--- config.mk ---
export PLATFORM = sky130hd
export DESIGN_NAME = pdec_field_check
export DESIGN_NICKNAME = d
export VERILOG_FILES = /design/src/rtl/pdec_pkg.sv /design/src/rtl/pdec_byte_check.sv /design/src/rtl/pdec_len_track.sv /design/src/rtl/pdec_sign_decode.sv /design/src/rtl/pdec_field_check.sv
export SDC_FILE = /design/constraint.sdc
export NUM_CORES = 1
export LEC_CHECK = 0
export CAP_MARGIN = 10
export CORE_MARGIN = 3
export CORE_UTILIZATION = 46
export DETAILED_ROUTE_END_ITERATION = 10
export HOLD_SLACK_MARGIN = 0.05
export PLACE_DENSITY = 0.84
export SKIP_CTS_REPAIR_TIMING = 1
export SLEW_MARGIN = 20
export SYNTH_ARGS = -nofsm -noshare
export SYNTH_HDL_FRONTEND = slang
export SYNTH_SLANG_ARGS = --single-unit
export TNS_END_PERCENT = 5
--- constraint.sdc ---
create_clock -name clk -period 1.55 [get_ports clk]
set_input_delay 0.2325 -clock clk [delete_from_list [all_inputs] [get_ports clk]]
set_output_delay 0.2325 -clock clk [all_outputs]
set_load 0.03 [all_outputs]
--- src/rtl/pdec_pkg.sv ---
package pdec_pkg;

    localparam int NIB_W = 4;

    typedef enum logic [2:0] {
        SK_NONE,
        SK_PLUS_A,
        SK_MINUS_A,
        SK_PLUS_E,
        SK_MINUS_E,
        SK_PLUS_ANY
    } sign_kind_e;

    typedef struct packed {
        logic par_err;
        logic code_err;
    } byte_flags_t;

    typedef struct packed {
        logic ok;
        logic neg;
        logic pref;
        logic par_err;
        logic len_err;
    } field_result_t;

    function automatic logic nib_is_digit(input logic [NIB_W-1:0] n);
        return n <= NIB_W'(9);
    endfunction

    function automatic sign_kind_e classify_sign(input logic [NIB_W-1:0] n);
        case (n)
            NIB_W'(10): return SK_PLUS_A;
            NIB_W'(11): return SK_MINUS_A;
            NIB_W'(12): return SK_PLUS_E;
            NIB_W'(13): return SK_MINUS_E;
            NIB_W'(14),
            NIB_W'(15): return SK_PLUS_ANY;
            default:    return SK_NONE;
        endcase
    endfunction

endpackage

--- src/rtl/pdec_byte_check.sv ---
module pdec_byte_check
    import pdec_pkg::*;
#(
    parameter int BYTE_W = 8
)(
    input  logic [BYTE_W-1:0] data,
    input  logic              par,
    input  logic              is_last,
    output byte_flags_t       flags
);
    localparam int NIBS = BYTE_W / NIB_W;

    logic [NIBS-1:0] nib_bad;

    for (genvar g = 0; g < NIBS; g++) begin : g_nib
        logic [NIB_W-1:0] nib;
        assign nib = data[g*NIB_W +: NIB_W];
        if (g == 0) begin : g_low
            // low nibble is a digit, or the sign when the byte closes the field
            assign nib_bad[g] = is_last ? nib_is_digit(nib) : !nib_is_digit(nib);
        end else begin : g_high
            assign nib_bad[g] = !nib_is_digit(nib);
        end
    end

    always_comb begin
        flags.par_err  = ~(^{par, data});
        flags.code_err = |nib_bad;
    end
endmodule

--- src/rtl/pdec_len_track.sv ---
module pdec_len_track #(
    parameter int MAX_LEN = 16
)(
    input  logic clk,
    input  logic rst,
    input  logic acc,
    input  logic first,
    input  logic last,
    output logic restart,
    output logic len_bad
);
    localparam int CNT_W = $clog2(MAX_LEN + 2);
    localparam logic [CNT_W-1:0] LIM = CNT_W'(MAX_LEN);

    logic [CNT_W-1:0] cnt_q, cnt_nxt;
    logic             open_q;
    logic             orphan;

    always_comb begin
        restart = first || !open_q;
        orphan  = !first && !open_q;
        if (restart)
            cnt_nxt = CNT_W'(1);
        else if (cnt_q > LIM)
            cnt_nxt = cnt_q;
        else
            cnt_nxt = cnt_q + CNT_W'(1);
        len_bad = orphan || (cnt_nxt > LIM);
    end

    always_ff @(posedge clk) begin
        if (rst) begin
            cnt_q  <= '0;
            open_q <= 1'b0;
        end else if (acc) begin
            cnt_q  <= cnt_nxt;
            open_q <= !last;
        end
    end
endmodule

--- src/rtl/pdec_sign_decode.sv ---
module pdec_sign_decode
    import pdec_pkg::*;
(
    input  logic [NIB_W-1:0] code,
    input  logic             ascii,
    output logic             sign_ok,
    output logic             neg,
    output logic             pref
);
    sign_kind_e kind;

    always_comb begin
        kind    = classify_sign(code);
        sign_ok = (kind != SK_NONE);
        neg     = (kind == SK_MINUS_A) || (kind == SK_MINUS_E);
        unique case (kind)
            SK_PLUS_A, SK_MINUS_A: pref = ascii;
            SK_PLUS_E, SK_MINUS_E: pref = !ascii;
            default:               pref = 1'b0;
        endcase
    end
endmodule

--- src/rtl/pdec_field_check.sv ---
module pdec_field_check
    import pdec_pkg::*;
#(
    parameter int MAX_LEN = 16,
    parameter int BYTE_W  = 8
)(
    input  logic              clk,
    input  logic              rst,
    input  logic              in_valid,
    input  logic              in_first,
    input  logic              in_last,
    input  logic [BYTE_W-1:0] in_data,
    input  logic              in_par,
    input  logic              mode_ascii,
    output logic              res_valid,
    output logic              res_ok,
    output logic              res_neg,
    output logic              res_preferred,
    output logic              res_par_err,
    output logic              res_len_err
);
    byte_flags_t   bflags;
    logic          restart, len_bad;
    logic          sign_ok, sign_neg, sign_pref;
    logic          par_q, code_q, len_q;
    logic          par_n, code_n, len_n;
    field_result_t res_q, res_n;
    logic          valid_q;

    pdec_byte_check #(.BYTE_W(BYTE_W)) u_byte (
        .data    (in_data),
        .par     (in_par),
        .is_last (in_last),
        .flags   (bflags)
    );

    pdec_len_track #(.MAX_LEN(MAX_LEN)) u_len (
        .clk     (clk),
        .rst     (rst),
        .acc     (in_valid),
        .first   (in_first),
        .last    (in_last),
        .restart (restart),
        .len_bad (len_bad)
    );

    pdec_sign_decode u_sign (
        .code    (in_data[NIB_W-1:0]),
        .ascii   (mode_ascii),
        .sign_ok (sign_ok),
        .neg     (sign_neg),
        .pref    (sign_pref)
    );

    // sticky flags: restart drops the previous field's history
    always_comb begin
        par_n  = (!restart && par_q)  || bflags.par_err;
        code_n = (!restart && code_q) || bflags.code_err;
        len_n  = (!restart && len_q)  || len_bad;

        res_n.par_err = par_n;
        res_n.len_err = len_n;
        res_n.neg     = sign_ok && sign_neg;
        res_n.pref    = sign_ok && sign_pref;
        res_n.ok      = !(par_n || code_n || len_n);
    end

    always_ff @(posedge clk) begin
        if (rst) begin
            par_q   <= 1'b0;
            code_q  <= 1'b0;
            len_q   <= 1'b0;
            res_q   <= '0;
            valid_q <= 1'b0;
        end else begin
            valid_q <= in_valid && in_last;
            if (in_valid) begin
                if (in_last) begin
                    par_q  <= 1'b0;
                    code_q <= 1'b0;
                    len_q  <= 1'b0;
                    res_q  <= res_n;
                end else begin
                    par_q  <= par_n;
                    code_q <= code_n;
                    len_q  <= len_n;
                    if (in_first)
                        res_q <= '0;
                end
            end
        end
    end

    assign res_valid     = valid_q;
    assign res_ok        = res_q.ok;
    assign res_neg       = res_q.neg;
    assign res_preferred = res_q.pref;
    assign res_par_err   = res_q.par_err;
    assign res_len_err   = res_q.len_err;
endmodule

==> results.yml, run 1 <==
run_status:
  status: "complete, but fails checks"
  violations: "setup timing"
sta:
  fmax_mhz: 626
  finalWorstSetupSlack_ns: -0.0477
  fin_setup_tns_ns: -0.0477
  skew_ns: 0.00645
  rsz0062_at_grt: "yes"
  relSlewSlack: 0.736
  timing.final.hold_violations: 0
  setup_viol: 1
  final_max_slew_viol_count: 0
  worst_slew_pin_slew_ns: 0.386
  finalCritPeriodShare: 1.03
  period_needed_ns: 1.60
global_routing:
  grt_overflow: 0
  grt_pass1_vias: 1151
  grt_antenna_before_repair: 0
  grt_usage: 0.182
  grt_first_pass_wirelength_mm: 4.61
  grt_max_degree: 12
logic_synthesis:
  ys_ff_latch: 15
  netlist.top_cell.by_area: "dfxtp_1"
  seq_area_frac_synth: 0.269
  postSynthCellCount: 141
  synth.area.top_cells: "dfxtp_1, ha_1, o21ai_0"
  yosysWarnings: 0
  synth_area_mm2: 0.00112
  syn_area_per_cell_um2: 7.92
  ys_types: 38
  synth_top_area_share: 0.269
  synth_nets: 169
power:
  p_per_area_mw_per_mm2: 573
  ir_worst_vdd_mv: 0.401
  p_leak_uw: 0.000804
clock_tree:
  htree_levels: 1
  worstSkewPairLatency_ns: 0.28
  root_buffer: "clkbuf_4"
  cts_buffers: 3
  cts.clk_slew.worst_paths_ns: 0.09
  clock_path_buffers: 2
  cts_sinks: 15
  cts_tree: "done"
critical_path:
  critical_path.max_stage_delay_ns: 0.38
  worstSetupEndpointType: "flop"
  crit_path_max_fanout: 4
  cp.arrival_ns: 1.78
  worstPathCellList: "ha_1, nor2b_1, and3b_1, nor3b_2, o21ai_2, a22o_1"
  critPathKind: "flop to flop"
  slowest_stage: "dfxtp_4"
  required_ns: 1.73
  critPathLaunchType: "flop"
placement:
  dp_hpwl_mm: 2.30
  io_buffers: 20
  routabilityCongestion: 0.904
  pre_cts_ws_ns: -0.669
final_layout:
  fillers: 158
  syn2layout_area_growth_pct: 51.5
  diodes: 0
  final_nets: 218
  drive_gt1_frac: 0.291
job:
  cap_violations: 0
routing:
  ant_nets: 0
  dr.pass1.iters: 4
  vias: 1225
  avgViaCountPerCell: 5.65
  drc: 0
  first_iter_violations: 30
  totalWireLength_mm: 3.17
  wl_per_cell_um: 14.6
floorplanning:
  die_w_um: 55.3
  initial_core_util: 0.495
  die_area_mm2: 0.00305
  io-pin-count: 21
  core_mm2: 0.00225
  num_rows: 17
  die_h_um: 55.3
min_path:
  hold_path_class: "flop to flop"
cell families after synthesis:
family,after synthesis,share of synthesized area
AND/OR/NAND/NOR,50,0.237
AO/OA/AOI/OAI,42,0.241
buffers and inverters,16,0.0549
flip-flops,15,0.269
adder cells (fa/ha/maj),13,0.146
XOR/XNOR,4,0.0437
multiplexers,1,0.00897
final timing paths:
kind	slack (ns)	depth (start not counted)	to	start
max reg2reg	-0.05	6	res_ok	u_len.cnt_q[0]
min reg2reg	0.48	2	res_neg	res_neg
max	-0.05	6	res_ok	u_len.cnt_q[0]
min	0.48	2	res_neg	res_neg
per-stage QoR:
step	hold slack [ns]	utilization	total power, µW	cell area, µm²	cells
floorplan	0.411	-	576	1120	141
global placement	0.444	0.686	699	1550	213
detailed placement	0.456	0.686	714	1550	213
CTS	0.478	0.699	934	1580	217
global route	0.531	0.750	1020	1690	217
finish	0.478	0.750	968	1690	217
registers in the layout (all words and copies together) (netlist names):
name	count
code_q	1
res_preferred	1
res_ok	1
u_len.open_q	1
u_len.cnt_q	5
res_par_err	1
par_q	1
res_len_err	1
len_q	1
res_neg	1
res_valid	1
synthesized netlist by cell type:
cell and count:
nor3b_1 3, a22oi_1 5, a2bb2oi_1 1, a22o_1 1, xnor2_1 2, a2111oi_0 2, buf_2 1, a21o_1 1
o211ai_1 1, nor2b_1 8, or2_2 1, nand2b_4 1, nand2b_1 1, nand2_1 16, nand3_1 3, o21a_1 1
a21oi_1 6, and4b_1 1, inv_1 12, a211o_1 1, and3_1 1, clkbuf_1 3, o21ai_1 1, and3b_1 1
dfxtp_1 15, o221ai_1 1, nor3_1 1, ha_1 13, o31a_1 1, o21ai_0 17, nor2_1 12, xor2_1 1
nor4b_2 1, a31oi_1 1, mux2i_1 1, xnor3_1 1, o221a_2 1, a22o_2 1
power by group:
part	switching [µW]	internal (µW)	total (µW)
Clock	132	95.7	228
Combinational	155	171	326
Sequential	13.4	401	415
Total	301	668	968
layout make-up:
type                       count  area (µm²)  share of cell area
inverter                      12        47.5              0.0281
sequential                    15         305               0.181
timing repair buffer          48         425               0.252
tap                           28        35.0              0.0207
clock buffer                   3        22.5              0.0133
clock inverter                 1        5.00             0.00296
multi-input combinational    110         850               0.503
per-layer routing:
metal	wire (µm)	part of all wire	vias to the layer above	track usage
li1	-	-	598	-
met1	1320	0.42	572	0.209
met2	1620	0.51	47	0.329
met3	181	0.057	8	0.0234
met4	53	0.017	0	0.0868
met5	0	0	-	0
critical path, delay by kind of cell, from the launching register on:
kind	cells	cell delay [ns]
AO/OA/AOI/OAI	2	0.32
adder cells (fa/ha/maj)	1	0.21
flip-flops	1	0.38
AND/OR/NAND/NOR	3	0.59
placed cells by master, fill, tap and decap left out, types with 4 or more instances in the layout:
cell type,count
buf_4,28
inv_1,6
nor2_1,12
a21oi_1,6
ha_4,5
a22oi_1,5
ha_1,7
clkdlybuf4s50_1,11
nand2_1,16
dfxtp_1,13
inv_2,5
o21ai_1,4
nor2b_1,8
o21ai_0,13
dlymetal6s2s_1,8
(Power assumes the default switching activity.)
==> run 2, diff against run 1 <==
GPL_TIMING_DRIVEN = 0   (was default)
SETUP_SLACK_MARGIN = 0.02   (was default)
==> results.yml, run 2 (synthesis gave the netlist of run 1 again) <==
run_status:
  status: "complete, but fails checks"
  violations: "setup timing"
job:
  cap_violations: 0
min_path:
  hold_path_class: "input pin to flop"
  hp-start: "in_last"
  hold_depth: 4
  holdPathEnd: "u_len.open_q"
clock_tree:
  cts_sinks: 15
  htree_levels: 1
  clock_path_buffers: 2
  cts_buffers: 3
  cts.clk_slew.worst_paths_ns: 0.09
  root_buffer: "clkbuf_4"
  worstSkewPairLatency_ns: 0.28
  cts_tree: "done"
sta:
  timing.final.hold_violations: 0
  worst_slew_pin_slew_ns: 0.460
  period_needed_ns: 1.61
  finalCritPeriodShare: 1.04
  fin_setup_tns_ns: -0.0627
  skew_ns: 0.00543
  final_max_slew_viol_count: 0
  fmax_mhz: 623
  finalWorstSetupSlack_ns: -0.0551
  rsz0062_at_grt: "yes"
  relSlewSlack: 0.693
  setup_viol: 2
floorplanning:
  core_mm2: 0.00225
  num_rows: 17
  io-pin-count: 21
  die_w_um: 55.3
  die_area_mm2: 0.00305
  initial_core_util: 0.495
  die_h_um: 55.3
global_routing:
  grt_pass1_vias: 1030
  grt_max_degree: 11
  grt_overflow: 0
  grt_antenna_before_repair: 0
  grt_first_pass_wirelength_mm: 4.33
  grt_usage: 0.170
critical_path:
  r2r_slack_ns: -0.06
  r2r_start: "u_len.cnt_q[1]"
  critPathKind: "flop to flop"
  worstPathCellList: "inv_4, ha_4, nor2b_2, o221a_2, o31a_1, o211ai_1, a21oi_1"
  slowest_stage: "dfxtp_4"
  required_ns: 1.70
  r2r_end: "len_q"
  cp.arrival_ns: 1.76
  rr_worst_depth: 7
  critPathLaunchType: "flop"
  critical_path.max_stage_delay_ns: 0.38
  crit_path_max_fanout: 6
  worstSetupEndpointType: "flop"
placement:
  routabilityCongestion: 0.841
  pre_cts_ws_ns: -0.675
  dp_cells: 189
  dp_hpwl_mm: 2.01
  io_buffers: 20
final_layout:
  syn2layout_area_growth_pct: 37.2
  drive_gt1_frac: 0.210
  final_common_cell: "o21ai_0"
  largest_reg_flops: 5
  stdcell_count: 195
  diodes: 0
  final_cell_mix: "o21ai_0, nand2_1, dfxtp_1"
  final_nets: 196
  largest_register: "u_len.cnt_q"
  fin_util: 0.679
power:
  intPower_uw: 661
  pwr-share-seq: 0.434
  ir_worst_vdd_mv: 0.707
  p_leak_uw: 0.000771
  p_per_area_mw_per_mm2: 618
  p_sw_uw: 284
  power.share.switching: 0.301
  pwr-share-comb: 0.335
  clkPwrFrac: 0.231
routing:
  drc: 0
  avgViaCountPerCell: 5.59
  first_iter_violations: 30
  totalWireLength_mm: 2.65
  ant_nets: 0
  vias: 1090
  wl_per_cell_um: 13.6
  dr.pass1.iters: 4
-- run 2: cell type report --
type | count | area (µm²)
clock buffer | 4 | 26.3
fill | 182 | 723
buffer | 3 | 16.3
multi-input combinational | 110 | 850
tap | 28 | 35.0
inverter | 12 | 50.0
timing repair buffer | 23 | 246
sequential | 15 | 308
-- run 2: worst max-delay path, delay by kind of cell (launching register included) --
family                     cells  cell delay [ns]
AOI/OAI and AO/OA              4             0.84
DFF                            1             0.38
adders and majority gates      1             0.14
buffers and inverters          1             0.07
and+or+nand+nor                1             0.04
-- run 2: power by group through the flow --
stage	combinational [µW]	clock, µW	sequential, µW
finish	317	219	410
CTS	251	223	413
detailed placement	250	0	422
global placement	240	0	421
global route	345	244	412
floorplan	145	0	434
-- run 2: how the worst max path moves through the flow --
stage	start	to	cells past startpoint
global route	u_len.cnt_q[1]	len_q	7
detailed placement	in_data[4]	res_ok	8
CTS	in_data[4]	res_ok	8
floorplan	in_data[5]	res_ok	7
global placement	in_data[4]	res_ok	8
finish	u_len.cnt_q[1]	len_q	7
-- run 2: routing by layer --
metal | up-vias | track usage | share of wire
met2 | 34 | 0.287 | 0.50
li1 | 546 | - | -
met4 | 0 | 0.0451 | 0.0072
met1 | 506 | 0.212 | 0.44
met5 | - | 0 | 0
met3 | 4 | 0.0491 | 0.049
-- run 2: through the flow --
| step | power [µW] | area (µm²) | hold slack [ns] |
|---|---|---|---|
| final | 946 | 1530 | 0.363 |
| after global routing | 1000 | 1530 | 0.395 |
| after global placement | 661 | 1370 | 0.446 |
| after CTS | 888 | 1390 | 0.477 |
| after detailed placement | 673 | 1370 | 0.458 |
| after floorplan | 579 | 1130 | 0.411 |
==> run 3, diff against run 2 <==
CAP_MARGIN = 20   (was 10)
==> results of run 3 <==
Final layout, timing and power as in run 2 (identical DEF).
